### config.mk
export PLATFORM = sky130hd
export DESIGN_NAME = ldst_port_monitor
export DESIGN_NICKNAME = d
export VERILOG_FILES = /design/src/rtl/ldst_mon_pkg.sv /design/src/rtl/ldst_mon_track.sv /design/src/rtl/ldst_mon_rules.sv /design/src/rtl/ldst_mon_sticky.sv /design/src/rtl/ldst_port_monitor.sv
export SDC_FILE = /design/constraint.sdc
export NUM_CORES = 1
export LEC_CHECK = 0
export ABC_AREA = 1
export BUFFER_PORTS_ARGS = -buffer_cell sky130_fd_sc_hd__buf_4
export CORE_ASPECT_RATIO = 1.75
export CORE_MARGIN = 10
export CORE_UTILIZATION = 38
export CTS_BUF_LIST = sky130_fd_sc_hd__clkbuf_8
export DETAILED_ROUTE_END_ITERATION = 12
export PLACE_DENSITY = 0.65
export SKIP_CTS_REPAIR_TIMING = 1
export SLEW_MARGIN = 0
export SYNTH_ARGS = -nofsm -noshare
export SYNTH_HDL_FRONTEND = slang
export SYNTH_SLANG_ARGS = --single-unit
### constraint.sdc
create_clock -name clk -period 1.9 [get_ports clk]
set_input_delay 0.095 -clock clk [delete_from_list [all_inputs] [get_ports clk]]
set_output_delay 0.095 -clock clk [all_outputs]
set_load 0.03 [all_outputs]
### src/rtl/ldst_mon_pkg.sv
package ldst_mon_pkg;

    typedef enum logic [2:0] {
        PH_IDLE,
        PH_LOAD,
        PH_STORE,
        PH_DRAIN,
        PH_KILLED
    } phase_e;

    typedef enum logic [1:0] {
        K_NONE,
        K_LOAD,
        K_STORE
    } kind_e;

    localparam int NRULE        = 11;
    localparam int RB_REQ_BUSY  = 0;
    localparam int RB_BOTH      = 1;
    localparam int RB_BUSY_HOLD = 2;
    localparam int RB_ADDR_HOLD = 3;
    localparam int RB_PULSE     = 4;
    localparam int RB_ADDR_EXCL = 5;
    localparam int RB_EXC_BUSY  = 6;
    localparam int RB_LD_DONE   = 7;
    localparam int RB_ST_ORDER  = 8;
    localparam int RB_ST_DRAIN  = 9;
    localparam int RB_CROSS     = 10;

    // Raw per-cycle view of the watched port (address kept apart: width is a parameter)
    typedef struct packed {
        logic req_ld;
        logic req_st;
        logic addr_vld;
        logic addr_ack;
        logic addr_exc;
        logic ld_vld;
        logic st_vld;
        logic busy;
        logic kill;
    } port_obs_t;

    // Tracker state handed to the rule evaluator
    typedef struct packed {
        phase_e phase;
        kind_e  kind;
        logic   active;
        logic   addr_seen;
        logic   addr_moved;
        logic   ack_seen;
        logic   busy_q;
        logic   ack_q;
        logic   exc_q;
        logic   ld_q;
        logic   st_q;
    } track_t;

    // Transaction kind in force this cycle; an idle cycle with a request starts one
    function automatic kind_e kind_of(phase_e ph, logic rl, logic rs);
        kind_e k;
        case (ph)
            PH_LOAD:  k = K_LOAD;
            PH_STORE: k = K_STORE;
            PH_IDLE:  k = rl ? K_LOAD : (rs ? K_STORE : K_NONE);
            default:  k = K_NONE;
        endcase
        return k;
    endfunction

endpackage

### src/rtl/ldst_mon_track.sv
module ldst_mon_track
    import ldst_mon_pkg::*;
#(
    parameter int ADDR_W = 48
) (
    input  logic              clk,
    input  logic              rst,
    input  port_obs_t         obs,
    input  logic [ADDR_W-1:0] addr,
    output track_t            trk
);

    phase_e            phase_q, phase_d;
    kind_e             kind;
    logic              active;
    logic              keep_ctx;
    logic              addr_seen_q, ack_seen_q;
    logic [ADDR_W-1:0] addr_q;
    logic              busy_q, ack_q, exc_q, ld_q, st_q;

    assign kind   = kind_of(phase_q, obs.req_ld, obs.req_st);
    assign active = (kind != K_NONE);

    always_comb begin
        phase_d = phase_q;
        if (obs.kill) begin
            phase_d = obs.busy ? PH_KILLED : PH_IDLE;
        end else begin
            unique case (phase_q)
                PH_KILLED: phase_d = obs.busy ? PH_KILLED : PH_IDLE;
                PH_DRAIN:  phase_d = PH_IDLE;
                default: begin
                    if (active) begin
                        if (obs.addr_exc)
                            phase_d = PH_IDLE;
                        else if (kind == K_LOAD && obs.ld_vld)
                            phase_d = PH_IDLE;
                        else if (kind == K_STORE && obs.st_vld)
                            phase_d = PH_DRAIN;
                        else
                            phase_d = (kind == K_LOAD) ? PH_LOAD : PH_STORE;
                    end
                end
            endcase
        end
    end

    assign keep_ctx = (phase_d == PH_LOAD) || (phase_d == PH_STORE);

    always_ff @(posedge clk) begin
        if (rst) begin
            phase_q <= PH_IDLE;
        end else begin
            phase_q <= phase_d;
        end
    end

    // Per-transaction context: first address seen and acknowledge history
    always_ff @(posedge clk) begin
        if (rst || !keep_ctx) begin
            addr_seen_q <= 1'b0;
            ack_seen_q  <= 1'b0;
            addr_q      <= '0;
        end else begin
            if (obs.addr_vld && !addr_seen_q) begin
                addr_seen_q <= 1'b1;
                addr_q      <= addr;
            end
            if (obs.addr_ack)
                ack_seen_q <= 1'b1;
        end
    end

    // One-cycle history of the pulse lines and busy
    always_ff @(posedge clk) begin
        if (rst) begin
            busy_q <= 1'b0;
            ack_q  <= 1'b0;
            exc_q  <= 1'b0;
            ld_q   <= 1'b0;
            st_q   <= 1'b0;
        end else begin
            busy_q <= obs.busy;
            ack_q  <= obs.addr_ack;
            exc_q  <= obs.addr_exc;
            ld_q   <= obs.ld_vld;
            st_q   <= obs.st_vld;
        end
    end

    always_comb begin
        trk.phase      = phase_q;
        trk.kind       = kind;
        trk.active     = active;
        trk.addr_seen  = addr_seen_q;
        trk.addr_moved = (addr != addr_q);
        trk.ack_seen   = ack_seen_q;
        trk.busy_q     = busy_q;
        trk.ack_q      = ack_q;
        trk.exc_q      = exc_q;
        trk.ld_q       = ld_q;
        trk.st_q       = st_q;
    end

    a_r12_kill_idle: assert property (@(posedge clk) disable iff (rst)
        (obs.kill && !obs.busy) |=> (phase_q == PH_IDLE));

    a_r10_drain_once: assert property (@(posedge clk) disable iff (rst)
        (phase_q == PH_DRAIN) |=> (phase_q != PH_DRAIN));

    a_r8_load_ends: assert property (@(posedge clk) disable iff (rst)
        (!obs.kill && kind == K_LOAD && obs.ld_vld) |=> (phase_q == PH_IDLE));

    a_r9_store_drains: assert property (@(posedge clk) disable iff (rst)
        (!obs.kill && kind == K_STORE && obs.st_vld && !obs.addr_exc)
        |=> (phase_q == PH_DRAIN));

endmodule

### src/rtl/ldst_mon_rules.sv
module ldst_mon_rules
    import ldst_mon_pkg::*;
(
    input  port_obs_t        obs,
    input  track_t           trk,
    output logic [NRULE-1:0] hit
);

    logic enable;
    logic any_req;
    logic any_addr_pulse;
    logic in_load, in_store;
    logic load_closing;

    assign enable         = !obs.kill && (trk.phase != PH_KILLED);
    assign any_req        = obs.req_ld || obs.req_st;
    assign any_addr_pulse = obs.addr_ack || obs.addr_exc;
    assign in_load        = (trk.kind == K_LOAD);
    assign in_store       = (trk.kind == K_STORE);
    assign load_closing   = in_load && obs.ld_vld;

    logic [NRULE-1:0] raw;

    always_comb begin
        raw = '0;

        raw[RB_REQ_BUSY] = (trk.phase == PH_IDLE  && any_req && trk.busy_q)
                        || (trk.phase == PH_DRAIN && any_req)
                        || (trk.phase == PH_LOAD  && obs.req_st)
                        || (trk.phase == PH_STORE && obs.req_ld);

        raw[RB_BOTH] = obs.req_ld && obs.req_st;

        raw[RB_BUSY_HOLD] = trk.active && !obs.busy && !obs.addr_exc && !load_closing;

        raw[RB_ADDR_HOLD] = (trk.phase == PH_LOAD || trk.phase == PH_STORE)
                         && trk.addr_seen && obs.busy
                         && (!obs.addr_vld || trk.addr_moved);

        raw[RB_PULSE] = (obs.addr_ack && trk.ack_q) || (obs.addr_exc && trk.exc_q);

        raw[RB_ADDR_EXCL] = (obs.addr_ack && obs.addr_exc)
                         || (any_addr_pulse && trk.ack_seen)
                         || (any_addr_pulse && !trk.active);

        raw[RB_EXC_BUSY] = trk.active && obs.addr_exc && obs.busy;

        raw[RB_LD_DONE] = (load_closing && obs.busy) || (obs.ld_vld && trk.ld_q);

        raw[RB_ST_ORDER] = (in_store && obs.st_vld && !trk.ack_seen)
                        || (obs.st_vld && trk.st_q);

        raw[RB_ST_DRAIN] = (trk.phase == PH_DRAIN) && obs.busy;

        raw[RB_CROSS] = (obs.ld_vld && in_store) || (obs.st_vld && in_load);
    end

    assign hit = enable ? raw : '0;

endmodule

### src/rtl/ldst_mon_sticky.sv
module ldst_mon_sticky #(
    parameter int N = 11
) (
    input  logic         clk,
    input  logic         rst,
    input  logic [N-1:0] hit,
    output logic [N-1:0] err_q,
    output logic         err_any
);

    for (genvar i = 0; i < N; i++) begin : g_flag
        always_ff @(posedge clk) begin
            if (rst)
                err_q[i] <= 1'b0;
            else if (hit[i])
                err_q[i] <= 1'b1;
        end

        a_r13_hold: assert property (@(posedge clk) disable iff (rst)
            err_q[i] |=> err_q[i]);

        a_r13_capture: assert property (@(posedge clk) disable iff (rst)
            hit[i] |=> err_q[i]);
    end

    assign err_any = |err_q;

endmodule

### src/rtl/ldst_port_monitor.sv
module ldst_port_monitor
    import ldst_mon_pkg::*;
#(
    parameter int ADDR_W = 48
) (
    input  logic              clk,
    input  logic              rst,
    input  logic              req_ld,
    input  logic              req_st,
    input  logic              addr_vld,
    input  logic [ADDR_W-1:0] addr,
    input  logic              addr_ack,
    input  logic              addr_exc,
    input  logic              ld_vld,
    input  logic              st_vld,
    input  logic              busy,
    input  logic              kill,
    output logic [NRULE-1:0]  err_flags,
    output logic              err_any
);

    port_obs_t        obs;
    track_t           trk;
    logic [NRULE-1:0] hits;

    always_comb begin
        obs.req_ld   = req_ld;
        obs.req_st   = req_st;
        obs.addr_vld = addr_vld;
        obs.addr_ack = addr_ack;
        obs.addr_exc = addr_exc;
        obs.ld_vld   = ld_vld;
        obs.st_vld   = st_vld;
        obs.busy     = busy;
        obs.kill     = kill;
    end

    ldst_mon_track #(.ADDR_W(ADDR_W)) u_track (
        .clk  (clk),
        .rst  (rst),
        .obs  (obs),
        .addr (addr),
        .trk  (trk)
    );

    ldst_mon_rules u_rules (
        .obs (obs),
        .trk (trk),
        .hit (hits)
    );

    ldst_mon_sticky #(.N(NRULE)) u_sticky (
        .clk     (clk),
        .rst     (rst),
        .hit     (hits),
        .err_q   (err_flags),
        .err_any (err_any)
    );

    a_r12_quiet: assert property (@(posedge clk) disable iff (rst)
        kill |-> (hits == '0));

    a_r2_both: assert property (@(posedge clk) disable iff (rst)
        (req_ld && req_st && !kill && trk.phase != PH_KILLED) |=> err_flags[RB_BOTH]);

endmodule

## After elaboration in Yosys (flattened, before gate mapping)

Cells that the tools add are included.
Widths: inputs -> output; s select.

- Bits in registers: 69
- Output and inout port bits: 12
- Bits of input ports: 59

- Muxes and demuxes: 12
- Reductions and logical operators: 57
- Equality and inequality tests: 10

Operators by type and width:

| operator | number |
|---|---|
| $ne 48x48->1 | 1 |
| $logic_and 1x1->1 | 30 |
| $mux 3 | 6 |
| $logic_or 1x1->1 | 15 |
| $mux 11 | 1 |
| $reduce_or 11->1 | 1 |
| $eq 3x2->1 const B | 3 |
| $logic_not 1->1 | 9 |
| $eq 3x1->1 const B | 2 |
| $mux 2 | 3 |
| $pmux 2 s3 | 1 |
| $pmux 3 s2 | 1 |
| $eq 3x3->1 const B | 1 |
| $logic_not 3->1 | 1 |
| $ne 3x3->1 const B | 1 |
| $eq 2x1->1 const B | 1 |
| $eq 2x2->1 const B | 1 |
| $reduce_bool 2->1 | 1 |

## Longest topological paths before layout

- Depth after elaboration: 15
- Depth in mapped cells: 11

## Modules after synthesis

From an unflattened synthesis, not the netlist that was laid out.

- Cell total of the unflattened synthesis: 477
- Area, all modules: 3677.3 µm²

By module, submodules not included:

| module | instances | area an instance (µm²) | cells each |
|---|---|---|---|
| ldst_mon_track | 1 | 3045.4 | 373 |
| ldst_mon_sticky | 1 | 354.1 | 45 |
| ldst_mon_rules | 1 | 277.8 | 59 |

## Worst setup path before layout

No wires, ideal clock.

- Path type: flip-flop to flip-flop
- From: reg u_track.phase_q[1]
- To: reg u_track.addr_q[37]
- Path slack: 0.474 ns
- Stages on the path, launching flop included: 12
- Data required time: 1.781 ns
- Buffers on the path: 1
- Data arrival time: 1.308 ns
- Cells stage by stage: dfxtp_1 -> nor2_2 -> o21ai_2 -> o21ai_1 -> inv_1 -> nand2_1 -> nand2_1 -> nand3_1 -> nand2_1 -> nand2_2 -> buf_6 -> nor2_2

- Cells in the longest elaborated chain, start to end: 14
- Elaborated cells between the ends (all ways): 23
- Those cells by class: 8 x eq/ne; 8 x mux; 7 x reduce/logical

RTL lines:

| item | RTL line | source |
|---|---|---|
| start: declaration | ldst_mon_track.sv:13 | `phase_e phase_q, phase_d;` |
| start signal: assignment | ldst_mon_track.sv:54 | `phase_q <= phase_d;` |
| $eq 3x2->1 (tied with other cells) | ldst_mon_pkg.sv:61 | `case (ph)` |
| $pmux 2 s3 | ldst_mon_pkg.sv:61 |  |
| $eq 2x1->1 / $eq 2x2->1 (equally long branches) | ldst_mon_track.sv:36, ldst_mon_track.sv:41, ldst_mon_track.sv:38 |  |
| $mux 2 / $logic_and 1x1->1 (equally long branches) | ldst_mon_track.sv:41, ldst_mon_track.sv:38 |  |
| $mux 3 | ldst_mon_track.sv:38 | `else if (kind == K_STORE && obs.st_vld)` |
| $mux 3 | ldst_mon_track.sv:36 | `else if (kind == K_LOAD && obs.ld_vld)` |
| $mux 3 | ldst_mon_track.sv:34 | `if (obs.addr_exc)` |
| $mux 3 | ldst_mon_track.sv:33 | `if (active) begin` |
| $pmux 3 s2 * | ldst_mon_track.sv:29 | `unique case (phase_q)` |
| $mux 3 * | ldst_mon_track.sv:26 | `if (obs.kill) begin` |
| $eq 3x1->1 / $eq 3x2->1 (equally long branches) | ldst_mon_track.sv:48 | `assign keep_ctx = (phase_d == PH_LOAD) \|\| (phase_d == PH_STORE);` |
| $logic_or 1x1->1 * | ldst_mon_track.sv:48 |  |
| $logic_not 1->1 * | ldst_mon_track.sv:60 | `if (rst \|\| !keep_ctx) begin` |
| $logic_or 1x1->1 * | ldst_mon_track.sv:60 |  |
| end signal: assignment | ldst_mon_track.sv:67 | `addr_q <= addr;` |
| end: declaration | ldst_mon_track.sv:18 | `logic [ADDR_W-1:0] addr_q;` |

Every way passes the cells marked *; elsewhere a longest branch is shown, timed or not.
A chain may end at the register's enable or synchronous reset.

## Worst setup path after layout

- From: reg u_track.phase_q[1]
- To: reg u_track.addr_q[36]

Same word-level chain as after synthesis.

==> key figures <==
Global route
  • GR Overflow Total: 0
  • Wire length of the first global-routing pass: 15,510 um
  • Via count of the first global-routing pass: 3,556
  • Maximum number of pins on one net before global-route repair: 90
  • Initial antenna violation count: 0
  • All-layer global routing usage: 13.76%

Logic synthesis
  • Sequential cell area fraction in the yosys report: 38.82%
  • Cell type contributing the most total cell area after synthesis: dfxtp_1
  • Mean instance size in the synthesized netlist: 6.354 sq um
  • Number of enable flip-flop cells after synthesis: 0
  • Ranking of synthesized cells by area: dfxtp_1 39%, nand2_1 18%, inv_1 9.7%
  • Async set-or-reset flop fraction in the synthesized netlist: 0%
  • Number of distinct standard cells referenced by the synthesized netlist: 30
  • Post-Synthesis Cells: 560
  • Post-Syn Area: 3558 sq um
  • Portion of synthesized cell area occupied by the leading cell type: 38.82%
  • Most used standard cells in the synthesized netlist: 171 x nand2_1, 92 x inv_1, 83 x nor2_1
  • Syn_nets: 619
  • Most frequent cell after synthesis: nand2_1
  • Synthesized flop and latch total: 69
  • Syn. warnings: 0
  • Post-synth top flop: dfxtp_1

Route
  • Aggregate routed wire length: 9128 um
  • DRC violation count after routing: 0
  • Vias per cell: 4.582
  • Post-detailed-route count of antenna-violating nets: 0
  • Detailed router's first-iteration violation count: 150
  • Number of vias after detailed routing: 3,450
  • DR WL/cell: 12.12 um
  • TritonRoute pass-1 iters: 4

STA
  • Post-route fraction of the period consumed by the critical path: 87.87%
  • Worst Tran Pin Value: 0.3485 ns
  • Final hold violations: 0
  • Max Freq: 598.9 MHz
  • Final critical-path required period: 1.670 ns
  • Count of pins over their slew limit: 0
  • Final setup viols: 0
  • RSZ-0062 raised after global routing: false
  • Worst Skew: 0.004415 ns
  • Worst slew margin relative to its limit: 76.77%
  • Setup tns final: 0 ns

Cells and area
  • Layout-stage area growth over the synthesis result: 23.24%
  • Antenna Diode Count: 0
  • Number of nets in the layout: 689
  • Post-layout instance area: 4385 sq um
  • Final core occ: 48.23%
  • Share of layout cells above drive strength 1: 17.85%

Floorplanning
  • Number of top-level pins: 71
  • Height of the chip: 148.0 um
  • Placeable core region: 9094 sq um
  • Area of the die: 13,790 sq um
  • Row count: 46
  • Initial Util: 39.13%
  • Horizontal die dimension: 93.15 um

Setup path
  • Slack of the worst reg-to-reg path: 0.23 ns
  • Required time at the endpoint of the critical path: 2.13 ns
  • Max FO, Critical Path: 24
  • FF-to-FF End: u_track.addr_q[36]
  • Endpoint type of the worst setup path: register
  • Timing startpoint of the critical path: u_track.phase_q[1]
  • Worst path arrival time: 1.90 ns
  • Reg-to-reg critical path startpoint: u_track.phase_q[1]
  • Category of the worst setup path launch point: register
  • Setup Crit Path Kind: reg -> reg
  • Number of cells traversed by the worst register-to-register path: 11

Placement
  • DP Wirelength: 7099 um
  • Placed inst area: 4200 sq um
  • Placer congestion estimate: 0.9893
  • Count of buffers from port buffering: 70

Clock tree
  • H-tree depth: 3
  • Number of buffers between clock root and the deepest sink: 2
  • Clock-pin slew on the worst setup and hold paths: 0.07 ns
  • CTS root buf: clkbuf_8
  • CTS Buf Count: 9
  • Sink Count: 69
  • Clock tree from TritonCTS: built
  • Worst skew pair latency: 0.34 ns

Power and ir drop
  • Final Power: 3.098 mW
  • Reported leakage power: 2.156 nW
  • Power per standard cell area: 706.5 nW/um^2
  • Maximum resistive drop on vdd: 0.4363 mV

Run status
  • Status: completed

Min path
  • Cell depth of the worst hold path: 3
  • Endpoint of the worst hold-timing path: u_track.ld_q
  • Min-delay worst type: in -> reg
  • Hold path startpoint: ld_vld

Run
  • Number of violations of the max-capacitance limit: 0
[flip-flops by register name (all words and copies together), names as in the netlist]
name                 cells
u_track.addr_q          48
u_track.ld_q             1
u_track.ack_seen_q       1
u_sticky.err_q          11
u_track.phase_q          3
u_track.exc_q            1
u_track.addr_seen_q      1
u_track.ack_q            1
u_track.busy_q           1
u_track.st_q             1
[metal layers]
| metal | wire length [um] | GRT usage, % | vias up |
|---|---|---|---|
| met2 | 5004 | 26.87 | 70 |
| met4 | 193 | 5.659 | 0 |
| met5 | 0 | 0 | - |
| met1 | 3560 | 12.79 | 1522 |
| li1 | - | - | 1846 |
| met3 | 369 | 3.600 | 12 |
[cell type report]
cell class,instances,area (sq um)
multi-input cells,381,1727
well taps,120,150.1
repair buffers,76,613.1
inverters,93,349.1
clock inverters,3,13.76
fillers,997,4708
flip-flops and latches,69,1381
clock buffers,11,151.4
[critical path, cell delays in order, from the launching register on]
cell and delay [ns]:
dfxtp_1 0.35, nor2_2 0.15, o21ai_2 0.10, o21ai_1 0.12, inv_1 0.07, nand2_1 0.06
nand2_1 0.07, nand3_1 0.10, nand2_1 0.07, nand2_2 0.19, buf_12 0.21, nor2_1 0.06
[worst max-delay path by stage]
| stage | endpoint | depth (start not counted) |
|---|---|---|
| final | u_track.addr_q[36] | 11 |
| after global routing | u_track.addr_q[47] | 11 |
| after CTS | u_track.addr_q[36] | 11 |
| after detailed placement | u_track.addr_q[36] | 11 |
| after global placement | u_track.addr_q[28] | 11 |
| after floorplan | u_track.addr_q[37] | 11 |
[placed cells by master (no fill, tap or decap), types with 6 or more instances in the layout]
cell | Yosys | routed
a21oi_1 | 12 | 12
buf_4 | 0 | 71
clkbuf_8 | 0 | 11
dfxtp_1 | 69 | 69
inv_1 | 92 | 93
mux2i_1 | 7 | 7
nand2_1 | 171 | 170
nand3_1 | 8 | 8
nor2_1 | 83 | 83
nor2_2 | 18 | 18
o21ai_0 | 49 | 49
xnor2_1 | 6 | 6
[cells by family (layout without fill, tap and decap cells)]
kind of cell,Yosys count,after routing,synth area share (%)
AOI/OAI and AO/OA,79,79,12.20
xor gates and xnor gates,7,7,1.723
buffers and inverters,110,183,12.73
DFF,69,69,38.82
muxes,7,7,1.969
and+or+nand+nor,288,288,32.56
[power by group]
part           switching, mW  internal, mW  leakage [nW]
combinational          0.312         0.232          1.50
clock                  0.519         0.522        0.0922
sequential            0.0251          1.49         0.560
total                  0.856          2.24          2.16
[stage by stage]
| stage | instances | worst slack, ns | hold WS (ns) |
|---|---|---|---|
| after global routing | 753 | 0.07559 | 0.01245 |
| after CTS | 751 | 0.2160 | -0.01285 |
| after global placement | 737 | 0.2638 | 0.3441 |
| after floorplan | 560 | 0.4737 | 0.2020 |
| after detailed placement | 737 | 0.2285 | 0.3504 |
| final | 753 | 0.2304 | 0.005417 |
Note: power is estimated with default switching activity, not from simulation.
